===== config.mk =====
export PLATFORM = sky130hd
export DESIGN_NAME = byte_alu
export DESIGN_NICKNAME = d
export VERILOG_FILES = /design/src/rtl/byte_alu_pkg.sv /design/src/rtl/byte_alu_decode.sv /design/src/rtl/byte_alu_datapath.sv /design/src/rtl/byte_alu_commit.sv /design/src/rtl/byte_alu.sv
export SDC_FILE = /design/constraint.sdc
export NUM_CORES = 1
export LEC_CHECK = 0
export ABC_CLOCK_PERIOD_IN_PS = 4330
export BUFFER_PORTS_ARGS = -buffer_cell sky130_fd_sc_hd__buf_2
export CELL_PAD_IN_SITES_DETAIL_PLACEMENT = 1
export CELL_PAD_IN_SITES_GLOBAL_PLACEMENT = 1
export CORE_UTILIZATION = 44
export DETAILED_ROUTE_END_ITERATION = 8
export PLACE_DENSITY_LB_ADDON = 0.2
export SLEW_MARGIN = 0
export SYNTH_ARGS = -nofsm -noshare
export SYNTH_HDL_FRONTEND = slang
export SYNTH_SLANG_ARGS = --single-unit
export TNS_END_PERCENT = 20

===== constraint.sdc =====
create_clock -name clk -period 4.33 [get_ports clk]
set_input_delay 0.6495 -clock clk [delete_from_list [all_inputs] [get_ports clk]]
set_output_delay 0.6495 -clock clk [all_outputs]
set_load 0.03 [all_outputs]

===== src/rtl/byte_alu_pkg.sv =====
package byte_alu_pkg;
  localparam int DATA_W = 8;
  localparam int IDX_W  = 4;

  typedef enum logic [3:0] {
    OP_MOV  = 4'h0,
    OP_OR   = 4'h1,
    OP_AND  = 4'h2,
    OP_XOR  = 4'h3,
    OP_ADD  = 4'h4,
    OP_SUB  = 4'h5,
    OP_SHR  = 4'h6,
    OP_RSUB = 4'h7,
    OP_SHL  = 4'hE
  } alu_op_e;

  typedef struct packed {
    logic supported;
    logic makes_flag;
  } op_class_t;
endpackage


===== src/rtl/byte_alu_decode.sv =====
module byte_alu_decode
  import byte_alu_pkg::*;
(
  input  logic [3:0] sel,
  output op_class_t  cls
);
  always_comb begin
    cls = '0;
    unique case (sel)
      OP_MOV, OP_OR, OP_AND, OP_XOR: cls.supported = 1'b1;
      OP_ADD, OP_SUB, OP_SHR, OP_RSUB, OP_SHL: begin
        cls.supported  = 1'b1;
        cls.makes_flag = 1'b1;
      end
      default: cls = '0;
    endcase
  end
endmodule


===== src/rtl/byte_alu_datapath.sv =====
module byte_alu_datapath
  import byte_alu_pkg::*;
#(
  parameter int W = DATA_W
) (
  input  logic [3:0]   sel,
  input  logic [W-1:0] a,
  input  logic [W-1:0] b,
  output logic [W-1:0] result,
  output logic         flag
);
  logic [W:0] sum_ext, diff_ab, diff_ba;

  assign sum_ext = {1'b0, a} + {1'b0, b};
  assign diff_ab = {1'b0, a} - {1'b0, b};
  assign diff_ba = {1'b0, b} - {1'b0, a};

  always_comb begin
    result = '0;
    flag   = 1'b0;
    unique case (sel)
      OP_MOV:  result = b;
      OP_OR:   result = a | b;
      OP_AND:  result = a & b;
      OP_XOR:  result = a ^ b;
      OP_ADD:  begin result = sum_ext[W-1:0]; flag = sum_ext[W];  end
      OP_SUB:  begin result = diff_ab[W-1:0]; flag = ~diff_ab[W]; end
      OP_RSUB: begin result = diff_ba[W-1:0]; flag = ~diff_ba[W]; end
      OP_SHR:  begin result = {1'b0, b[W-1:1]}; flag = b[0]; end
      OP_SHL:  begin result = {b[W-2:0], 1'b0}; flag = b[W-1]; end
      default: begin result = '0; flag = 1'b0; end
    endcase
  end
endmodule


===== src/rtl/byte_alu_commit.sv =====
module byte_alu_commit #(
  parameter int W  = 8,
  parameter int IW = 4
) (
  input  logic          clk,
  input  logic          rst_n,
  input  logic          take,
  input  logic          wr_res,
  input  logic          wr_flag,
  input  logic [IW-1:0] idx,
  input  logic [W-1:0]  res,
  input  logic          flag,
  output logic          done,
  output logic          res_we,
  output logic [IW-1:0] res_idx,
  output logic [W-1:0]  res_data,
  output logic          flag_we,
  output logic [W-1:0]  flag_data
);
  always_ff @(posedge clk) begin
    if (!rst_n) begin
      done      <= 1'b0;
      res_we    <= 1'b0;
      flag_we   <= 1'b0;
      res_idx   <= '0;
      res_data  <= '0;
      flag_data <= '0;
    end else begin
      done    <= take;
      res_we  <= take & wr_res;
      flag_we <= take & wr_flag;
      if (take) begin
        res_idx   <= idx;
        res_data  <= res;
        flag_data <= {{(W-1){1'b0}}, flag};
      end
    end
  end
endmodule


===== src/rtl/byte_alu.sv =====
module byte_alu
  import byte_alu_pkg::*;
#(
  parameter int W  = DATA_W,
  parameter int IW = IDX_W
) (
  input  logic          clk,
  input  logic          rst_n,
  input  logic          op_valid,
  input  logic [3:0]    op_sel,
  input  logic [IW-1:0] x_idx,
  input  logic [W-1:0]  x_val,
  input  logic [W-1:0]  y_val,
  output logic          done,
  output logic          res_we,
  output logic [IW-1:0] res_idx,
  output logic [W-1:0]  res_data,
  output logic          flag_we,
  output logic [W-1:0]  flag_data
);
  localparam logic [IW-1:0] FLAG_REG = IW'((1 << IW) - 1);

  op_class_t      cls;
  logic [W-1:0]   alu_res;
  logic           alu_flag;
  logic           hits_flag_reg;
  logic           want_res;

  byte_alu_decode u_dec (
    .sel (op_sel),
    .cls (cls)
  );

  byte_alu_datapath #(.W(W)) u_dp (
    .sel    (op_sel),
    .a      (x_val),
    .b      (y_val),
    .result (alu_res),
    .flag   (alu_flag)
  );

  // Flag has priority over the result when both land on the flag register.
  assign hits_flag_reg = (x_idx == FLAG_REG);
  assign want_res      = cls.supported & ~(cls.makes_flag & hits_flag_reg);

  byte_alu_commit #(.W(W), .IW(IW)) u_cm (
    .clk       (clk),
    .rst_n     (rst_n),
    .take      (op_valid),
    .wr_res    (want_res),
    .wr_flag   (cls.makes_flag),
    .idx       (x_idx),
    .res       (alu_res),
    .flag      (alu_flag),
    .done      (done),
    .res_we    (res_we),
    .res_idx   (res_idx),
    .res_data  (res_data),
    .flag_we   (flag_we),
    .flag_data (flag_data)
  );
endmodule


==> metrics.cfg, run 1 <==
[route]
vias = 2310
wire_per_inst_um = 17.06
detail_route.first_pass.iterations = 5
antenna_left = 0
drtIter0Drc = 115
drt_wl_total_mm = 6.910
drc = 0
via_per_inst = 5.704

[synthesis]
synth_cell_types = 56
synth_top_family_by_area = compound AO/OA/AOI/OAI gates
netlist_area_mm2 = 0.002342
synthSimpleGateAreaFrac = 0.1779
synth_mux_area_frac = 0.07265
synth_fa_ha_area_frac = 0.2073
synth-compound-area-share = 0.2772
synth-xor-area-share = 0.01870
ys.flop_type = dfxtp_1
postSynthAreaPerCell_um2 = 7.679
ys_seq_area_frac = 0.1368
synth_seq_cells = 16
yosysWarningCount = 0
synth_edf_count = 0
synthArstFlopShare = 0
synth_cells = 305

[timing]
drv_slew = 0
period_share = 0.6022
worstMarginPinSlew_ns = 1.017
slew_headroom = 0.3165
fin_setup_tns_ns = 0
finalSetupViolCount = 0
finalCriticalPeriod_ns = 2.608
max_freq_mhz = 383.5
fin_skew_ns = 0
final-hold-violation-count = 0
rsz0062_at_grt = no

[cells_and_area]
instances_no_fill = 405
final_common_cell = buf_2
layout.nets = 400
layout-area-overhead-vs-synth_pct = 10.20
antenna_cells = 0
layout.cells.most_common_list = 42 x buf_2, 34 x ha_1, 28 x inv_1
layout-drive-gt1-share = 0.1791

[floorplan]
placeableCoreArea_mm2 = 0.005107
die_w_um = 74.96
start_util = 0.4586
ios = 50
placement_rows = 26
die-area_mm2 = 0.005619
fp.dieH_um = 74.96

[clocking]
clk_transition_reported_paths_ns = 0.07
cts_setup_buffers = 0
worstSkewPairLatency_ns = 0.25
hold_buffers = 0
cts_tree = done
clock_path_buffers = 2
h-tree-depth = 1
post_cts_resized = 0
cts_made_buffers = 3
cts-root-buf = clkbuf_8
clkSinkCount = 16

[pwr]
ir_worst_vdd_mv = 0.1038
powerDensity_mw_per_mm2 = 210.6
p_leak_nw = 1.265
total_power_uw = 543.5

[flow_run]
drv_cap = 0

[setup_path]
required_ns = 4.47
cp_slowest_cell = ha_1
start_kind = primary input
crit_chain = buf_2 > inv_1 > ha_1 > nor2_1 > o221ai_1 > a22oi_1 > o21ai_0 > a211oi_1 > a2bb2oi_1 > a21oi_1
critPathKind = primary input to register
cp_max_fo = 6
end_kind = register
path_delay_family = compound AO/OA/AOI/OAI gates
slowest_delay_ns = 0.37
path_buf_inv = 2
worstPathArrival_ns = 2.75

[global_routing]
antenna_found_initial = 0
overflow = 0
grt_pass1_vias = 2190
grt.total_usage = 0.2565
grt_max_degree = 28
grt_pass1_wl_mm = 10.94

[place]
gp_congestion = 0.8731
port_buffers = 42
place_inst = 401
dp_hpwl_mm = 5.393

[outcome]
status = finished, final reports clean

[min_path]
hp-class = register to register

-- registers in the layout, indices dropped and copies added, names as in the netlist --
name	cells
u_cm.flag_data	1
u_cm.done	1
u_cm.flag_we	1
u_cm.res_we	1
u_cm.res_idx	4
u_cm.res_data	8
-- power breakdown --
part / switching (mW) / total [mW] / internal, mW
registers: 0.00362 / 0.158 / 0.155
clock network: 0.0540 / 0.135 / 0.0808
logic: 0.157 / 0.250 / 0.0933
-- cell type report --
| cell class | instances | area (µm²) |
|---|---|---|
| inverters | 29 | 108.9 |
| repair buffers | 43 | 217.7 |
| multi-input cells | 243 | 1792 |
| flip-flops and latches | 16 | 320.3 |
| clock buffers | 4 | 55.05 |
| well taps | 70 | 87.58 |
| fillers | 679 | 2526 |
-- worst paths after layout --
kind | slack, ns | cells past startpoint | start | to
worst max register to register | 2.94 | 6 | u_cm.res_data[7]$_SDFFE_PN0P_ | u_cm.res_data[7]$_SDFFE_PN0P_
worst max-delay path | 1.72 | 10 | y_val[1] | u_cm.res_data[7]$_SDFFE_PN0P_
worst min-delay path | 0.45 | 2 | u_cm.res_data[0]$_SDFFE_PN0P_ | u_cm.res_data[0]$_SDFFE_PN0P_
worst min register to register | 0.45 | 2 | u_cm.res_data[0]$_SDFFE_PN0P_ | u_cm.res_data[0]$_SDFFE_PN0P_
-- tightest hold or removal path, cell delays in order, from the launching register on --
cell and delay, ns:
dfxtp_1 0.32, nand2_1 0.05, o41ai_1 0.05
-- cell usage after synthesis (2+ instances only) --
| cell type | number | share of area |
|---|---|---|
| ha_1 | 34 | 0.18 |
| inv_1 | 28 | 0.045 |
| nand2_1 | 26 | 0.042 |
| a21oi_1 | 24 | 0.051 |
| nor2_1 | 21 | 0.034 |
| dfxtp_1 | 16 | 0.14 |
| o21ai_0 | 15 | 0.032 |
| buf_4 | 10 | 0.032 |
| nor2b_1 | 10 | 0.027 |
| mux2i_1 | 8 | 0.034 |
| nand2b_1 | 8 | 0.021 |
| a211oi_1 | 7 | 0.022 |
| a21o_1 | 7 | 0.022 |
| clkbuf_1 | 7 | 0.011 |
| nand3_1 | 7 | 0.015 |
| a31oi_1 | 5 | 0.013 |
| o21bai_1 | 5 | 0.016 |
| buf_2 | 4 | 0.0085 |
| nor3_1 | 4 | 0.0085 |
| fa_1 | 3 | 0.026 |
| mux4_2 | 3 | 0.029 |
| o211ai_1 | 3 | 0.0096 |
| o21a_1 | 3 | 0.0096 |
| xnor2_1 | 3 | 0.011 |
| a221oi_1 | 2 | 0.0075 |
| a22oi_1 | 2 | 0.0064 |
| a2bb2oi_1 | 2 | 0.0075 |
| a32oi_1 | 2 | 0.0075 |
| buf_6 | 2 | 0.0096 |
| mux2_2 | 2 | 0.0096 |
| o221ai_1 | 2 | 0.0075 |
| o22ai_1 | 2 | 0.0053 |
| o31a_1 | 2 | 0.0075 |
| o31ai_1 | 2 | 0.0064 |
| or2_2 | 2 | 0.0053 |
| xor2_1 | 2 | 0.0075 |
-- per-layer routing --
metal | global-route usage | part of all wire
met1 | 0.3341 | 0.45
met4 | 0.01468 | 0.00087
met5 | 0 | 0
met2 | 0.4715 | 0.52
met3 | 0.03213 | 0.036
-- logic make-up (layout without fill, tap and decap cells) --
kind of cell	after synthesis	count (layout)
buffers and inverters	52	76
AO/OA/AOI/OAI	96	96
multiplexers	13	13
flip-flops	16	16
other	1	7
AND/OR/NAND/NOR	85	85
XOR/XNOR	5	5
adder cells (fa/ha/maj)	37	37
-- through the flow --
stage	setup slack, ns	util	hold slack, ns	instance area, µm²
final	1.722	0.5054	0.4507	2581
after global routing	1.523	0.5054	0.4791	2581
after CTS	1.702	0.5054	0.4574	2581
after detailed placement	1.438	0.4946	0.4418	2526
after global placement	1.458	0.4946	0.4311	2526
after floorplan	2.040	-	0.5703	2365
Power figures use the tool's default switching activity.
==> run 2: changes to the inputs <==
--- a/config.mk
+++ b/config.mk
@@ -5,11 +5,12 @@
 export SDC_FILE = /design/constraint.sdc
 export NUM_CORES = 1
 export LEC_CHECK = 0
-export ABC_CLOCK_PERIOD_IN_PS = 4330
+export ABC_AREA = 1
+export ABC_CLOCK_PERIOD_IN_PS = 2300
 export BUFFER_PORTS_ARGS = -buffer_cell sky130_fd_sc_hd__buf_2
 export CELL_PAD_IN_SITES_DETAIL_PLACEMENT = 1
 export CELL_PAD_IN_SITES_GLOBAL_PLACEMENT = 1
-export CORE_UTILIZATION = 44
+export CORE_UTILIZATION = 34
 export DETAILED_ROUTE_END_ITERATION = 8
 export PLACE_DENSITY_LB_ADDON = 0.2
 export SLEW_MARGIN = 0
==> constraint.sdc (replaced) <==
create_clock -name clk -period 2.3 [get_ports clk]
set_input_delay 0.345 -clock clk [delete_from_list [all_inputs] [get_ports clk]]
set_output_delay 0.345 -clock clk [all_outputs]
set_load 0.03 [all_outputs]
==> run 2 against run 1 <==
Net effect: sequential power up 86%; first-iteration DRC count up 25%; total power up 88%; die area up 30%; core utilization down 10 points.
==> metrics.cfg, run 2 <==
[setup_path]
critPathKind = primary input to register  ; unchanged
required_ns = 2.44  ; was 4.47 ns
cp_max_fo = 11  ; was 6
worstPathArrival_ns = 2.20  ; was 2.75 ns
regToRegSetupSlack_ns = 1.70  ; was 2.94 ns
r2r_cells = 1  ; was 6
slowest_delay_ns = 0.53  ; was 0.37 ns
cp_slowest_cell = ha_1  ; unchanged
start_kind = primary input  ; unchanged
r2r_start = u_cm.res_idx[3]$_SDFFE_PN0P_  ; was u_cm.res_data[7]$_SDFFE_PN0P_
crit_chain = buf_2 > inv_1 > ha_1 > inv_1 > a21oi_1 > nand4_1 > nand3_1 > nand2_1 > o21ai_0 > nand2_1  ; was buf_2 > inv_1 > ha_1 > nor2_1 > o221ai_1 > a22oi_1 > o21ai_0 > a211oi_1 > a2bb2oi_1 > a21oi_1
r2r_end = u_cm.res_idx[3]$_SDFFE_PN0P_  ; was u_cm.res_data[7]$_SDFFE_PN0P_
end_kind = register  ; unchanged

[cells_and_area]
layout-drive-gt1-share = 0.1490  ; was 0.1791
top_register = u_cm.res_data  ; unchanged
layout.nets = 508  ; was 400
layout-area-overhead-vs-synth_pct = 15.36  ; was 10.20%
final_common_cell = nand2_1  ; was buf_2
antenna_cells = 0  ; unchanged
n_fill_cell = 952  ; was 679
instances_no_fill = 523  ; was 405
final_area_mm2 = 0.002735  ; was 0.002581 mm²
reg.largest.list = u_cm.res_data: 8 flops, u_cm.res_idx: 4 flops  ; unchanged
layout.cells.most_common_list = 123 x nand2_1, 61 x inv_1, 42 x buf_2  ; was 42 x buf_2, 34 x ha_1, 28 x inv_1
largest_reg_flops = 8  ; unchanged

[flow_run]
drv_cap = 0  ; unchanged

[clocking]
cts_made_buffers = 3  ; unchanged
cts-root-buf = clkbuf_8  ; unchanged
cts_setup_buffers = 0  ; unchanged
cts_tree = done  ; unchanged
clk_transition_reported_paths_ns = 0.06  ; was 0.07 ns
h-tree-depth = 1  ; unchanged
worstSkewPairLatency_ns = 0.26  ; was 0.25 ns
clock_path_buffers = 2  ; unchanged
post_cts_resized = 0  ; unchanged
clkSinkCount = 16  ; unchanged
hold_buffers = 0  ; unchanged

[global_routing]
grt_max_degree = 12  ; was 28
grt.total_usage = 0.2325  ; was 0.2565
antenna_found_initial = 0  ; unchanged
grt_pass1_wl_mm = 13.28  ; was 10.94 mm
overflow = 0  ; unchanged
grt_pass1_vias = 2602  ; was 2190

[pwr]
p_leak_nw = 1.586  ; was 1.265 nW
powerDensity_mw_per_mm2 = 373.9  ; was 210.6 mW/mm²
ir_worst_vdd_mv = 0.1407  ; was 0.1038 mV

[synthesis]
synth_edf_count = 0  ; unchanged
synthArstFlopShare = 0  ; unchanged
yosysMostFrequentCell = nand2_1  ; was ha_1
synthTopCellsByCount = 123 x nand2_1, 61 x inv_1, 35 x nand3_1  ; was 34 x ha_1, 28 x inv_1, 26 x nand2_1
synth_top_area_cell = nand2_1  ; was ha_1
synth_cell_types = 34  ; was 56
synth_area_leaders = nand2_1 19%, ha_1 18%, dfxtp_1 14%, inv_1 9.7%, nand3_1 7.4%  ; was ha_1 18%, dfxtp_1 14%, a21oi_1 5.1%, inv_1 4.5%, nand2_1 4.2%
synth-xor-area-share = 0  ; was 0.01870
synth_cells = 394  ; was 305
synth_mux_area_frac = 0  ; was 0.07265
synth_top_area_share = 0.1947  ; was 0.1816
synth_fa_ha_area_frac = 0.2047  ; was 0.2073
netlist_area_mm2 = 0.002371  ; was 0.002342 mm²
ys.flop_type = dfxtp_1  ; unchanged
ys_seq_area_frac = 0.1351  ; was 0.1368
yosysWarningCount = 0  ; unchanged
synth_seq_cells = 16  ; unchanged
postSynthAreaPerCell_um2 = 6.018  ; was 7.679 µm²
synth_top_family_by_area = simple AND/OR/NAND/NOR gates  ; was compound AO/OA/AOI/OAI gates
synth-compound-area-share = 0.1446  ; was 0.2772
synthSimpleGateAreaFrac = 0.3726  ; was 0.1779

[route]
via_per_inst = 5.117  ; was 5.704
antenna_left = 0  ; unchanged
wl_met2_mm = 3.800  ; was 3.567 mm
highest_layer = met4  ; unchanged
detail_route.first_pass.iterations = 6  ; was 5
drtIter0Drc = 144  ; was 115
wire_per_inst_um = 15.57  ; was 17.06 µm
drt_wl_total_mm = 8.142  ; was 6.910 mm
drc = 0  ; unchanged
wl_met3_um = 462  ; was 247 µm
vias = 2676  ; was 2310
wl_met1_mm = 3.719  ; was 3.089 mm

[timing]
drv_slew = 0  ; unchanged
finalCriticalPeriod_ns = 2.055
period_share = 0.8936
finalSetupViolCount = 0  ; unchanged
rsz0062_at_grt = no  ; unchanged
worstMarginPinSlew_ns = 0.6042  ; was 1.017 ns
slew_headroom = 0.5967  ; was 0.3165
fin_skew_ns = 0  ; unchanged
max_freq_mhz = 486.6
final-hold-violation-count = 0  ; unchanged

[min_path]
min_to = u_cm.res_idx[0]$_SDFFE_PN0P_  ; was u_cm.res_data[0]$_SDFFE_PN0P_
holdPathStages = 3  ; was 2
hp-class = primary input to register  ; was register to register
hold_start = x_idx[0]  ; was u_cm.res_data[0]$_SDFFE_PN0P_

[place]
port_buffers = 42  ; unchanged
dp_hpwl_mm = 6.874  ; was 5.393 mm
gp_congestion = 0.9092  ; was 0.8731
place_area_mm2 = 0.002680  ; was 0.002526 mm²
place_inst = 519  ; was 401

[floorplan]
die_w_um = 85.51  ; was 74.96 µm
placement_rows = 30  ; was 26
placeableCoreArea_mm2 = 0.006756  ; was 0.005107 mm²
start_util = 0.3509  ; was 0.4586
die-area_mm2 = 0.007312  ; was 0.005619 mm²
ios = 50  ; unchanged
fp.dieH_um = 85.51  ; was 74.96 µm

[outcome]
status = finished, final reports clean  ; unchanged

==> run 2: layer usage <==
layer / up-vias / GRT usage
met5: - / 0
met4: 0 / 0.08030
met3: 15 / 0.02502
met2: 90 / 0.4044
met1: 1228 / 0.2986
li1: 1343 / -
==> run 2: final cells by class <==
type / instances / area [µm²] / area share
inverter: 63 / 236.5 / 0.08646
tap: 80 / 100.1 / 0.03660
timing repair buffer: 52 / 285.3 / 0.1043
multi-input combinational: 308 / 1738 / 0.6354
sequential: 16 / 320.3 / 0.1171
clock buffer: 4 / 55.05 / 0.02013
==> run 2: through the flow <==
step	setup WS, ns	utilization	TNS (ns)	hold slack [ns]	power (mW)
after global routing	0.03654	0.4048	0	0.3370	1.098
after global placement	-0.02914	0.3967	-0.02914	0.4265	0.7677
after CTS	0.2558	0.4048	0	0.3329	1.034
after detailed placement	-0.01798	0.3967	-0.01798	0.4347	0.7743
after floorplan	0.5232	-	0	0.4559	0.6297
final	0.2447	0.4048	0	0.3304	1.023
==> run 2: how the worst max path moves through the flow <==
stage                  start                       endpoint  cells after the start
finish              y_val[5]  u_cm.res_data[6]$_SDFFE_PN0P_                     10
global route        y_val[5]  u_cm.res_data[6]$_SDFFE_PN0P_                     10
CTS                 y_val[5]  u_cm.res_data[6]$_SDFFE_PN0P_                     10
detailed placement  y_val[5]  u_cm.res_data[6]$_SDFFE_PN0P_                     10
global placement    y_val[5]  u_cm.res_data[6]$_SDFFE_PN0P_                     10
floorplan           x_val[0]  u_cm.res_data[6]$_SDFFE_PN0P_                     13
==> run 2: worst max-delay path, delay by kind of cell <==
kind | cells | cell delay, ns
fa+ha+maj | 1 | 0.53
buf+inv | 3 | 0.47
compound gates | 2 | 0.50
simple gates | 4 | 0.34
==> run 2: logic make-up (layout without fill, tap and decap cells) <==
logic type	count (synthesis)	count (layout)
other	1	7
buffers and inverters	76	119
AOI/OAI and AO/OA	57	57
adders and majority gates	37	37
and+or+nand+nor	207	207
DFF	16	16
==> run 2: power by group <==
group,switching [mW],total (mW),internal (mW),leakage (nW)
Clock,0.0994,0.252,0.152,0.0288
Sequential,0.00476,0.294,0.290,0.131
Combinational,0.322,0.477,0.155,1.43
